**src/rtl/brt_pkg.sv**
```systemverilog
package brt_pkg;
  localparam logic [2:0] MODE_IMM = 3'd0;
  localparam logic [2:0] MODE_SYM = 3'd1;
  localparam logic [2:0] MODE_ABS = 3'd2;
  localparam logic [2:0] MODE_REG = 3'd3;
  localparam logic [2:0] MODE_IND = 3'd4;

  typedef enum logic [1:0] {
    ST_IDLE    = 2'd0,
    ST_READ_LO = 2'd1,
    ST_READ_HI = 2'd2,
    ST_LOAD_PC = 2'd3
  } brtState_t;

  typedef struct packed {
    logic ldPtr;
    logic ldTarget;
    logic ldLo;
    logic ldPc;
    logic pcFromMem;
    logic memRd;
    logic selHiAddr;
  } brtStrobes_t;

  function automatic logic modeUsesMem(input logic [2:0] m);
    return (m == MODE_SYM) || (m == MODE_ABS) || (m == MODE_IND);
  endfunction
endpackage

```
**src/rtl/brt_ctrl.sv**
```systemverilog
module brt_ctrl
  import brt_pkg::*;
(
  input  logic        clk,
  input  logic        rstN,
  input  logic        start,
  input  logic [2:0]  mode,
  output brtStrobes_t strobes,
  output logic        busy
);
  brtState_t stateQ, stateNext;
  logic memPathQ;

  always_ff @(posedge clk) begin
    if (!rstN) begin
      stateQ   <= ST_IDLE;
      memPathQ <= 1'b0;
    end else begin
      stateQ <= stateNext;
      if (stateQ == ST_IDLE && start) memPathQ <= modeUsesMem(mode);
    end
  end

  always_comb begin
    stateNext = stateQ;
    strobes   = '0;
    unique case (stateQ)
      ST_IDLE: begin
        if (start) begin
          if (modeUsesMem(mode)) begin
            strobes.ldPtr = 1'b1;
            stateNext     = ST_READ_LO;
          end else begin
            strobes.ldTarget = 1'b1;
            stateNext        = ST_LOAD_PC;
          end
        end
      end
      ST_READ_LO: begin
        strobes.memRd = 1'b1;
        stateNext     = ST_READ_HI;
      end
      ST_READ_HI: begin
        strobes.memRd     = 1'b1;
        strobes.selHiAddr = 1'b1;
        strobes.ldLo      = 1'b1;
        stateNext         = ST_LOAD_PC;
      end
      ST_LOAD_PC: begin
        strobes.ldPc      = 1'b1;
        strobes.pcFromMem = memPathQ;
        stateNext         = ST_IDLE;
      end
      default: stateNext = ST_IDLE;
    endcase
  end

  assign busy = (stateQ != ST_IDLE);
endmodule

```
**src/rtl/brt_datapath.sv**
```systemverilog
module brt_datapath
  import brt_pkg::*;
#(
  parameter int ADDR_W     = 20,
  parameter int WORD_W     = 16,
  parameter int WORD_BYTES = 2
) (
  input  logic              clk,
  input  logic              rstN,
  input  brtStrobes_t       strobes,
  input  logic [2:0]        mode,
  input  logic [ADDR_W-1:0] operand,
  input  logic [ADDR_W-1:0] regVal,
  input  logic [ADDR_W-1:0] pcIn,
  input  logic [WORD_W-1:0] memRdata,
  output logic [ADDR_W-1:0] memAddr,
  output logic              memRd,
  output logic [ADDR_W-1:0] pcOut,
  output logic              done
);
  localparam int HI_W = ADDR_W - WORD_W;
  localparam logic [ADDR_W-1:0] STEP = ADDR_W'(WORD_BYTES);

  logic [ADDR_W-1:0] ptrQ, targetQ, pcQ;
  logic [ADDR_W-1:0] ptrNext, targetNext, indexExt;
  logic              doneQ;

  assign indexExt = {{HI_W{operand[WORD_W-1]}}, operand[WORD_W-1:0]};

  always_comb begin
    unique case (mode)
      MODE_SYM: ptrNext = pcIn + indexExt;
      MODE_IND: ptrNext = regVal;
      default:  ptrNext = operand;
    endcase
    targetNext = (mode == MODE_REG) ? regVal : operand;
  end

  always_ff @(posedge clk) begin
    if (!rstN) begin
      ptrQ    <= '0;
      targetQ <= '0;
      pcQ     <= '0;
      doneQ   <= 1'b0;
    end else begin
      if (strobes.ldPtr)    ptrQ <= ptrNext;
      if (strobes.ldTarget) targetQ <= targetNext;
      if (strobes.ldLo)     targetQ[WORD_W-1:0] <= memRdata;
      doneQ <= strobes.ldPc;
      if (strobes.ldPc)
        pcQ <= strobes.pcFromMem ? {memRdata[HI_W-1:0], targetQ[WORD_W-1:0]} : targetQ;
    end
  end

  assign memAddr = strobes.selHiAddr ? ptrQ + STEP : ptrQ;
  assign memRd   = strobes.memRd;
  assign pcOut   = pcQ;
  assign done    = doneQ;
endmodule

```
**src/rtl/branch_target_resolver.sv**
```systemverilog
module branch_target_resolver
  import brt_pkg::*;
#(
  parameter int ADDR_W     = 20,
  parameter int WORD_W     = 16,
  parameter int WORD_BYTES = 2
) (
  input  logic              clk,
  input  logic              rstN,
  input  logic              start,
  input  logic [2:0]        mode,
  input  logic [ADDR_W-1:0] operand,
  input  logic [ADDR_W-1:0] regVal,
  input  logic [ADDR_W-1:0] pcIn,
  output logic [ADDR_W-1:0] memAddr,
  output logic              memRd,
  input  logic [WORD_W-1:0] memRdata,
  output logic [ADDR_W-1:0] pcOut,
  output logic              done,
  output logic              busy
);
  brtStrobes_t strobes;

  brt_ctrl u_ctrl (
    .clk(clk), .rstN(rstN), .start(start), .mode(mode),
    .strobes(strobes), .busy(busy)
  );

  brt_datapath #(.ADDR_W(ADDR_W), .WORD_W(WORD_W), .WORD_BYTES(WORD_BYTES)) u_dp (
    .clk(clk), .rstN(rstN), .strobes(strobes), .mode(mode),
    .operand(operand), .regVal(regVal), .pcIn(pcIn), .memRdata(memRdata),
    .memAddr(memAddr), .memRd(memRd), .pcOut(pcOut), .done(done)
  );
endmodule

```
**config.mk**
```make
export PLATFORM = sky130hd
export DESIGN_NAME = branch_target_resolver
export DESIGN_NICKNAME = d
export VERILOG_FILES = /design/src/rtl/brt_pkg.sv /design/src/rtl/brt_ctrl.sv /design/src/rtl/brt_datapath.sv /design/src/rtl/branch_target_resolver.sv
export SDC_FILE = /design/constraint.sdc
export NUM_CORES = 1
export LEC_CHECK = 0
export BUFFER_PORTS_ARGS = -buffer_cell sky130_fd_sc_hd__buf_2
export CAP_MARGIN = 40
export CORE_MARGIN = 2
export CORE_UTILIZATION = 55
export CTS_BUF_LIST = sky130_fd_sc_hd__clkbuf_2
export CTS_CLUSTER_DIAMETER = 40
export DETAILED_ROUTE_END_ITERATION = 8
export GPL_ROUTABILITY_DRIVEN = 0
export GPL_TIMING_DRIVEN = 0
export PLACE_DENSITY_LB_ADDON = 0.2
export SLEW_MARGIN = 10
export SYNTH_ARGS = -nofsm -noshare
export SYNTH_HDL_FRONTEND = slang
export SYNTH_SLANG_ARGS = --single-unit
```
**constraint.sdc**
```tcl
create_clock -name clk -period 2.7 [get_ports clk]
set_input_delay 0.27 -clock clk [delete_from_list [all_inputs] [get_ports clk]]
set_output_delay 0.27 -clock clk [all_outputs]
set_load 0.02 [all_outputs]
```
# [Yosys cells after proc, flatten, opt, wreduce, memory -nomap -nowiden]
# Index checks and enable logic that the tools add are counted.
[word_totals] elab_cells=40 inputBits=82 ff_bits=64 output_inout_bits=43
[op_classes] eq_ne=8 muxes=16 addsub=2 n_reduce_logical=7
[ops] operator="two-way mux 20 bit" n=3
[ops] operator="one-hot mux 20 bit (2 select lines)" n=1
[ops] operator="two-way mux 16 bit" n=2
[ops] operator="adder 20 x 2 -> 20 bit, second input constant" n=1
[ops] operator="adder 20 bit" n=1
[ops] operator="two-way mux 2 bit" n=5
[ops] operator="one-hot mux 2 bit (4 select lines)" n=1
[ops] operator="equality test 3 x 2 -> 1 bit, second input constant" n=2
[ops] operator="equality test 2 bit, second input constant" n=2
[ops] operator="two-way mux 1 bit" n=4
[ops] operator="nonzero test 2 bit" n=2
[ops] operator="equality test 3 x 1 -> 1 bit, second input constant" n=1
[ops] operator="equality test 3 bit, second input constant" n=1
[ops] operator="equality test 2 x 1 -> 1 bit, second input constant" n=1
[ops] operator="zero test 2 bit" n=1
[ops] operator="logical OR 1 bit" n=2
[ops] operator="!= test 2 bit, second input constant" n=1
[ops] operator="OR reduction 2 bit" n=1
[ops] operator="logical AND 1 bit" n=1

# [Logic depth before layout (Yosys ltp)]
# Gate-level depths: netlist of the first run.
[depth] word_depth=8 depth_mapped=8

# [Cells and area by module]
# Synthesis of the first run repeated with hierarchy kept, for this count alone.
[hier_totals] hier_cells=557 area_unflattened_um2=4385.5
[by_module_without_submodules] module="brt_datapath" instances=1 area_per_inst_um2=4149.0 seq_area_each_um2=1221.2 cells_each=529
[by_module_without_submodules] module="brt_ctrl" instances=1 area_per_inst_um2=236.5 seq_area_each_um2=60.1 cells_each=28

# [Least setup slack after synthesis of the first run]
# No wires, ideal clock.
[synth_timing] kind="input port to flip-flop" startpoint="input port operand[0]" endpoint="register u_dp.ptrQ[12]" arrival_time_ns=2.025 setup_ns=0.079 setup_slack_ns=0.596 stages=8 path_buffers=0 path_cell_list="ha_1 -> fa_1 -> a21oi_1 -> o211ai_1 -> a31oi_2 -> o21ai_1 -> or3_1 -> o211ai_1"
[synth_via] elab_chain_len=2
[synth_lines] item="start, declared" line="branch_target_resolver.sv:12" rtl="input logic [ADDR_W-1:0] operand,"
[synth_lines] item="adder 20 bit" line="brt_datapath.sv:32" rtl="MODE_SYM: ptrNext = pcIn + indexExt;"
[synth_lines] item="one-hot mux 20 bit (2 select lines)" line="brt_datapath.sv:31" rtl="unique case (mode)"
[synth_lines] item="end signal, assigned" line="brt_datapath.sv:46" rtl="if (strobes.ldPtr) ptrQ <= ptrNext;"
[synth_lines] item="end, declared" line="brt_datapath.sv:24" rtl="logic [ADDR_W-1:0] ptrQ, targetQ, pcQ;"
# Every way passes these cells.
# A chain may end at the register's enable or synchronous reset.

# [Worst setup path in the final report of the first run]
[layout_timing] startpoint="register u_dp.ptrQ[3]" endpoint="output port memAddr[18]"
[layout_via] elab_chain_len=2
[layout_lines] item="adder 20 x 2 -> 20 bit" line="brt_datapath.sv:55" rtl="assign memAddr = strobes.selHiAddr ? ptrQ + STEP : ptrQ;"
[layout_lines] item="two-way mux 20 bit" line="brt_datapath.sv:55"
[layout_lines] item="end, declared" line="branch_target_resolver.sv:15" rtl="output logic [ADDR_W-1:0] memAddr,"
# Every way passes these cells.

==> results of run 1 <==
timing repair:
item                                    in CTS  in global routing
pin swaps                                    0                  1
hold endpoints to repair                    11                  0
endpoints found under the setup margin       5                  9
cloned                                       0                  0
hold buffers                                11                  0
buffers inserted                             0                  1
gates resized for setup                      3                 14
where the power goes:
part           leakage, nW  switching, mW  internal [mW]  total (mW)
clock network       0.0640          0.363          0.212       0.574
registers            0.523          0.128           1.12        1.25
logic                 1.94          0.875          0.604        1.48
cells in the final DEF, fill, tap and decap left out, drive strengths merged, types with 8 or more instances in the layout:
cell         instances
mux2i               42
a21oi               47
clkbuf              22
ha                  24
xor2                 8
dfxtp               64
a211o               17
buf                148
a211oi              14
xnor2               22
nor3                11
a221oi              10
inv                 15
nand3               14
nand2               49
dlygate4sd3         11
nand4               10
o21ai               22
nor2                66
metal layers:
metal	global-route usage	part of all wire
met3	0.0433	0.073
met1	0.400	0.43
met5	0	0
met2	0.512	0.47
met4	0.109	0.024
worst max-delay path: stages, from the launching register on:
cell and delay (ps):
dfxtp_1 490, nand4_1 280, buf_4 250, nor4_4 310, nand2_1 130, xnor2_1 140
buf_2 190
logic make-up (layout without fill, tap and decap cells):
group	count (synthesis)	after routing	share of synthesized area
buffers and inverters	50	201	0.0501
adders and majority gates	25	25	0.0717
xor gates and xnor gates	30	30	0.0588
muxes	44	44	0.0991
DFF	64	64	0.287
and+or+nand+nor	172	172	0.178
AOI/OAI and AO/OA	159	159	0.256
layout make-up:
class / count / area share
Multi-Input combinational cell: 430 / 0.547
Sequential cell: 64 / 0.233
Timing Repair Buffer: 136 / 0.134
Buffer: 35 / 0.0319
Tap cell: 102 / 0.0232
Clock inverter: 5 / 0.0107
Inverter: 15 / 0.0102
Clock buffer: 10 / 0.00911
sequential cells by signal, indices dropped and copies added, names as in the netlist:
register,cells
u_ctrl.memPathQ,1
u_dp.done,1
u_dp.targetQ,20
u_ctrl.stateQ,2
u_dp.pcOut,20
u_dp.ptrQ,20
Yosys cell counts, types with 8 or more instances:
cell type,number,share of area
clkbuf_1,14,0.012
nand4_1,10,0.014
a211oi_1,13,0.022
a211o_1,17,0.033
nor2_1,64,0.054
o21ai_0,18,0.020
xnor2_1,22,0.043
mux2i_1,42,0.094
ha_1,24,0.067
buf_2,11,0.012
inv_1,14,0.012
nand2_1,49,0.041
a21oi_1,45,0.050
xor2_1,8,0.016
a221oi_1,10,0.020
dfxtp_1,64,0.29
nand3_1,13,0.015
nor3_1,10,0.011
final timing paths:
check,end,slack [ps],depth (start not counted)
worst min register to register,u_dp.pcOut[17]$_SDFFE_PN0P_,500,2
worst min-delay path,u_dp.targetQ[9]$_SDFFE_PN0P_,20,3
worst max register to register,u_dp.ptrQ[18]$_SDFFE_PN0P_,750,7
worst max-delay path,memAddr[18],150,6
==> qor.yml, run 1 <==
status: "complete, no violations"
n_fill_cell: 694
synth_flop_cell: "dfxtp_1"
grt_pass1_wl_mm: 21.2
start_util: 0.572
crit_start: "u_dp.ptrQ[3]$_SDFFE_PN0P_"
yosysSeqAreaShare: 0.287
leakage_nw: 2.53
place_hpwl_mm: 10.7
period_needed_ps: 2550
worstSetupPathType: "register to output port"
min_period_over_period: 0.946
port_buffers: 124
drc: 0
reg2reg_from: "u_ctrl.stateQ[1]$_SDFFE_PN0P_"
fmax_mhz: 391
finalHoldViolCount: 0
track_usage: 0.306
dieArea_mm2: 0.00886
holdCritStartpoint: "memRdata[9]"
syn-mean-instance-area_um2: 8.21
clock_latency_ps: 500
first_global_vias: 4326
drt-pass1-iter-count: 7
worst_pin_slew_ps: 776
slew_viol_final: 0
finalNonFillerCells: 797
drt-initial-drc-count: 390
critPathLaunchType: "register"
skew_ps: 25.0
syn_to_final_growth_pct: 23.0
synthesis.nets: 651
grt.overflow.total: 0
timing.critical_path.fanout_max: 6
finalPower_mw: 3.30
wl_mm: 13.7
synth_edf_count: 0
synth_area_mm2: 0.00447
dp_cells: 770
cts_buffers: 9
final-seq-area_mm2: 0.00128
drv_cap: 0
rows: 32
vias: 4801
hold_class: "input pin to register"
end_kind: "output port"
antenna_found_initial: 0
fin_util: 0.704
clkTransAtPathRegs_ps: 180
hold_slack_ps: 21.1
multi_input_area_mm2: 0.00301
rsz0062_at_grt: "true"
final.setup.worst_slack_ps: 145
placed_area_mm2: 0.00522
finalSetupViolations: 0
ys_ff_latch: 64
finalNetCount: 798
required_ps: 2430
slew_headroom: 0.483
cts_tree: "yes"
syn_inst: 544
synth_warnings: 0
arrival_ps: 2280
ys_async_sr_fraction: 0
core_area_mm2: 0.00781
stdcell_area_mm2: 0.00550
postRouteAntennaNets: 0
cts_root_buffer: "clkbuf_2"
fp.dieW_um: 94.1
cellPowerDensity_mw_per_mm2: 600
ir_drop_mv: 0.279
grt_max_degree: 12
diodes: 0
via_per_inst: 6.02
drive_above_1_share: 0.265
h-tree-depth: 3
ys_types: 67
clockBufferDepth: 2
detailedPlace.worstSlack_ps: 95.0
final.setup.tns_ps: 0
die_h_um: 94.1
cts_num_sinks: 64
io_pins: 125
wl_per_cell_um: 17.2
Note: power is estimated with default switching activity, not from simulation.
==> inputs of run 2 (changes only) <==
- ABC_AREA: not set -> 1
==> run 2 against run 1 <==
Compared with the run above: area after synthesis grew 1.4%; clock power grew 1%; flip-flop and latch count is the same; largest cell class unchanged; largest power group unchanged.
==> qor.yml, run 2 <==
rsz0062_at_grt: "true"
grt_max_degree: 12
synth_edf_count: 0
hold_slack_ps: 9.35
start_util: 0.560
n_fill_cell: 751
drc: 0
required_ps: 2430
min_period_over_period: 0.967
worstSetupPathType: "register to output port"
worst_pin_slew_ps: 552
ys_types: 36
synthXorXnorAreaFrac: 0.0348
fmax_mhz: 383
cts_buffers: 9
synthesis.nets: 799
end_kind: "output port"
cts_root_buffer: "clkbuf_2"
synth_simple_gate_area_frac: 0.305
clkTransAtPathRegs_ps: 210
syn_to_final_growth_pct: 21.3
final_common_cell: "nand2_1"
first_global_vias: 4770
synth_area_mm2: 0.00453
skew_ps: 28.9
fin_util: 0.679
synth_top_family_by_area: "simple AND/OR/NAND/NOR gates"
synth_area_leaders: "dfxtp_1 28%, nand2_1 13%, o21ai_0 7.6%"
clockBufferDepth: 2
critPathLaunchType: "register"
grt_pass1_wl_mm: 21.9
die_h_um: 94.8
drt-pass1-iter-count: 6
cts_tree: "yes"
final_cell_mix: "159 x nand2_1, 130 x buf_2, 71 x inv_1"
synth_area_leader_cell: "dfxtp_1"
cellPowerDensity_mw_per_mm2: 631
slew_viol_final: 0
syn-mean-instance-area_um2: 6.55
finalNetCount: 940
drive_above_1_share: 0.231
drt-initial-drc-count: 367
vias: 5268
port_buffers: 124
core_area_mm2: 0.00809
syn_inst: 692
diodes: 0
grt.overflow.total: 0
finalNonFillerCells: 942
status: "complete, no violations"
track_usage: 0.312
synth_flop_cell: "dfxtp_1"
rows: 33
final-seq-area_mm2: 0.00129
yosysSeqAreaShare: 0.283
ir_drop_mv: 0.244
cts_num_sinks: 64
synth-compound-area-share: 0.213
place_hpwl_mm: 11.3
synth_most_common_cell: "nand2_1"
postRouteAntennaNets: 0
period_needed_ps: 2610
fp.dieW_um: 94.8
arrival_ps: 2340
yosysTopAreaCellShare: 0.283
multi_input_area_mm2: 0.00288
finalHoldViolCount: 0
dieArea_mm2: 0.00898
ys_ff_latch: 64
wl_mm: 14.1
final.setup.tns_ps: 0
io_pins: 125
synth_warnings: 0
clock_latency_ps: 490
synth_fa_ha_area_frac: 0.0707
via_per_inst: 5.59
timing.critical_path.fanout_max: 5
synth_commonest_cells: "161 x nand2_1, 72 x inv_1, 69 x nor2_1, 69 x o21ai_0, 64 x dfxtp_1"
antenna_found_initial: 0
drv_cap: 0
placed_area_mm2: 0.00528
synthMuxAreaShare: 0
slew_headroom: 0.632
stdcell_area_mm2: 0.00550
finalSetupViolations: 0
leakage_nw: 2.83
hold_class: "input pin to register"
ys_async_sr_fraction: 0
h-tree-depth: 3
wl_per_cell_um: 14.9
dp_cells: 921
-- run 2: changes by cell type in the layout (fill, tap and decap cells not counted), moves of 8 or more --
cell           previous run  this run
o21ai_0                  18        69
o211ai_1                  5        15
a211o_1                  17         0
mux2i_1                  42         0
nand2_1                  49       159
a211oi_1                 13         0
or2_2                     0        11
dlygate4sd3_1            11         0
xor2_1                    8        16
inv_1                    14        71
nand3_1                  12        42
clkbuf_1                 10        18
xnor2_1                  22         2
-- run 2: critical path, cell delays in order, from the launching register on --
cell,delay [ps]
dfxtp_4,400
inv_4,70
ha_4,180
and3_4,220
nand2_4,60
nor3_4,300
nand3_2,160
nor2_2,150
xor2_1,150
buf_4,160
-- run 2: timing repair --
item / 4_1_cts / 5_1_grt
resized for setup: 3 / 15
buffers inserted: 0 / 6
hold buffers: 0 / 0
pin swaps: 0 / 7
endpoints found under the hold margin: 0 / 0
setup endpoints to repair: 8 / 6
-- run 2: final timing paths --
check / start / end / slack [ps] / cells after the start
hold / removal: memRdata[5] / u_dp.targetQ[5]$_SDFFE_PN0P_ / 9 / 3
setup reg to reg: u_ctrl.stateQ[0]$_SDFFE_PN0P_ / u_dp.ptrQ[8]$_SDFFE_PN0P_ / 900 / 9
hold reg to reg: u_dp.targetQ[16]$_SDFFE_PN0P_ / u_dp.targetQ[16]$_SDFFE_PN0P_ / 480 / 2
setup / recovery: u_ctrl.stateQ[0]$_SDFFE_PN0P_ / memAddr[19] / 90 / 9
-- run 2: metal layers --
| metal | routed length, µm | up-vias | track usage |
|---|---|---|---|
| met1 | 5530 | 2387 | 0.375 |
| met5 | 0 | - | 0 |
| met2 | 6900 | 236 | 0.553 |
| li1 | - | 2599 | - |
| met3 | 1120 | 46 | 0.0311 |
| met4 | 525 | 0 | 0.150 |
-- run 2: cell type report --
type | instances | share of cell area
Multi-Input combinational cell | 523 | 0.524
Sequential cell | 64 | 0.234
Timing Repair Buffer | 130 | 0.122
Inverter | 75 | 0.0516
Buffer | 30 | 0.0255
Tap cell | 105 | 0.0239
Clock inverter | 5 | 0.0107
Clock buffer | 10 | 0.00910
-- run 2: cell families (layout without fill, tap and decap cells) --
logic type | Yosys count | count (layout)
adders and majority gates | 25 | 25
xor gates and xnor gates | 18 | 18
DFF | 64 | 64
AOI/OAI and AO/OA | 166 | 166
and+or+nand+nor | 314 | 314
buffers and inverters | 105 | 250
-- run 2: through the flow --
step / power (mW) / setup WS (ps)
floorplan: 2.36 / 709
global placement: 2.77 / 429
detailed placement: 2.83 / 379
CTS: 3.41 / 28.0
global route: 3.71 / -12.4
finish: 3.47 / 88.5
-- run 2: power breakdown --
group,switching [mW],leakage (nW),internal (mW)
logic,0.999,2.24,0.554
clock network,0.369,0.0640,0.212
registers,0.154,0.526,1.18
total,1.52,2.83,1.95
==> inputs of run 3 (changes only) <==
- CELL_PAD_IN_SITES_DETAIL_PLACEMENT: not set -> 0
- CELL_PAD_IN_SITES_GLOBAL_PLACEMENT: not set -> 1
- CORE_UTILIZATION: 55 -> 38
==> run 3 against run 2 <==
Compared with the run above: the flow now finishes with violations (design-rule violations); register-to-register slack better by 20 ps; highest routed layer unchanged; final cell count is 4.2% higher; sequential power about the same; clock skew is 4.7 ps lower; power fell by 0.54%; design area is 0.91% higher; core utilization down 20 points; non-clock buffer count is the same.
==> qor.yml, run 3 (synthesis gave the netlist of run 2 again) <==
vias: 5105
clock_latency_ps: 510
violations: "design-rule violations"
start_util: 0.394
arrival_ps: 2260
hold_class: "input pin to register"
n_fill_cell: 1231
required_ps: 2430
io_pins: 125
via_per_inst: 5.20
timing.critical_path.fanout_max: 8
cts_num_sinks: 64
finalHoldViolCount: 0
period_needed_ps: 2530
cpPeakStageDelay_ps: 370
syn_to_final_growth_pct: 22.4
track_usage: 0.239
cts_root_buffer: "clkbuf_2"
path_buf_inv: 5
clockBufferDepth: 2
wl_per_cell_um: 15.5
skew_ps: 24.2
worst_pin_slew_ps: 598
clkTransAtPathRegs_ps: 190
multi_input_area_mm2: 0.00288
grt.overflow.total: 0
place_hpwl_mm: 12.6
ir_drop_mv: 0.193
fp.dieW_um: 113
hold_slack_ps: 41.9
final_common_cell: "nand2_1"
first_global_vias: 4881
drt-initial-drc-count: 350
crit_chain: "inv_2, ha_4, inv_2, nor2_4, nand3_4, nor2_4, buf_4, nand4_1, xor2_1, inv_1, buf_2"
antenna_found_initial: 1
drc: 10
critPathLaunchType: "register"
cts_tree: "yes"
leakage_nw: 2.83
finalNetCount: 940
drv_cap: 0
final_cell_mix: "159 x nand2_1, 129 x buf_2, 71 x inv_1"
die_h_um: 113
cts_buffers: 9
rows: 39
port_buffers: 124
crit_family: "buffers and inverters"
core_area_mm2: 0.0115
grt_max_degree: 11
status: "finished, violations left"
grt_pass1_wl_mm: 24.1
final-seq-area_mm2: 0.00129
slew_headroom: 0.601
rsz0062_at_grt: "true"
placed_area_mm2: 0.00533
cellPowerDensity_mw_per_mm2: 622
min_period_over_period: 0.938
h-tree-depth: 3
drive_above_1_share: 0.229
end_kind: "output port"
fmax_mhz: 395
finalPower_mw: 3.45
slowest_stage: "dfxtp_2"
stdcell_area_mm2: 0.00555
drt-pass1-iter-count: 8
dieArea_mm2: 0.0128
slew_viol_final: 0
fin_util: 0.482
wl_mm: 15.2
worstSetupPathType: "register to output port"
finalSetupViolations: 0
postRouteAntennaNets: 0
## run 3: worst paths after layout
check	slack, ps	startpoint	depth (start not counted)	end
setup / recovery	170	u_ctrl.stateQ[0]$_SDFFE_PN0P_	11	memAddr[16]
setup reg to reg	920	u_ctrl.stateQ[0]$_SDFFE_PN0P_	10	u_dp.ptrQ[18]$_SDFFE_PN0P_
hold / removal	40	memRdata[0]	3	u_dp.targetQ[0]$_SDFFE_PN0P_
hold reg to reg	480	u_dp.targetQ[16]$_SDFFE_PN0P_	2	u_dp.targetQ[16]$_SDFFE_PN0P_
## run 3: worst register-to-register path, delay by kind of cell (launching register included)
family | cells | cell delay [ps]
adders and majority gates | 1 | 160
AOI/OAI and AO/OA | 2 | 260
buffers and inverters | 5 | 710
DFF | 1 | 370
and+or+nand+nor | 2 | 210
## run 3: through the flow
stage	worst slack [ps]	setup TNS (ps)	std cells
5_1_grt	-52.9	-69.0	982
3_5_place_dp	343	0	959
3_3_place_gp	351	0	959
2_1_floorplan	709	0	692
4_1_cts	3.77	0	978
6_report	167	0	982
## run 3: report_power, final
part	total, mW	internal, mW	switching (mW)
Sequential	1.34	1.18	0.151
Combinational	1.55	0.554	0.998
Clock	0.567	0.220	0.347
## run 3: routing by layer
layer,global-route usage,wire [µm],up-vias
met5,0,0,-
met4,0.0797,358,0
met3,0.0348,704,27
met2,0.425,7440,154
met1,0.296,6690,2324
li1,-,-,2600
## run 3: layout make-up
| type | instances | area share |
|---|---|---|
| inverter | 75 | 0.0507 |
| antenna | 1 | 0.000451 |
| timing repair buffer | 130 | 0.121 |
| clock buffer | 12 | 0.0108 |
| clock inverter | 4 | 0.00812 |
| buffer | 30 | 0.0253 |
| sequential | 64 | 0.232 |
| tap | 143 | 0.0322 |
| multi-input combinational | 523 | 0.519 |
## run 3: timing repair
action / 4_1_cts / 5_1_grt
gates resized for setup: 3 / 16
buffers inserted: 2 / 3
pin swaps: 1 / 6
hold buffers: 1 / 0
endpoints found under the setup margin: 10 / 7
hold endpoints to repair: 1 / 0
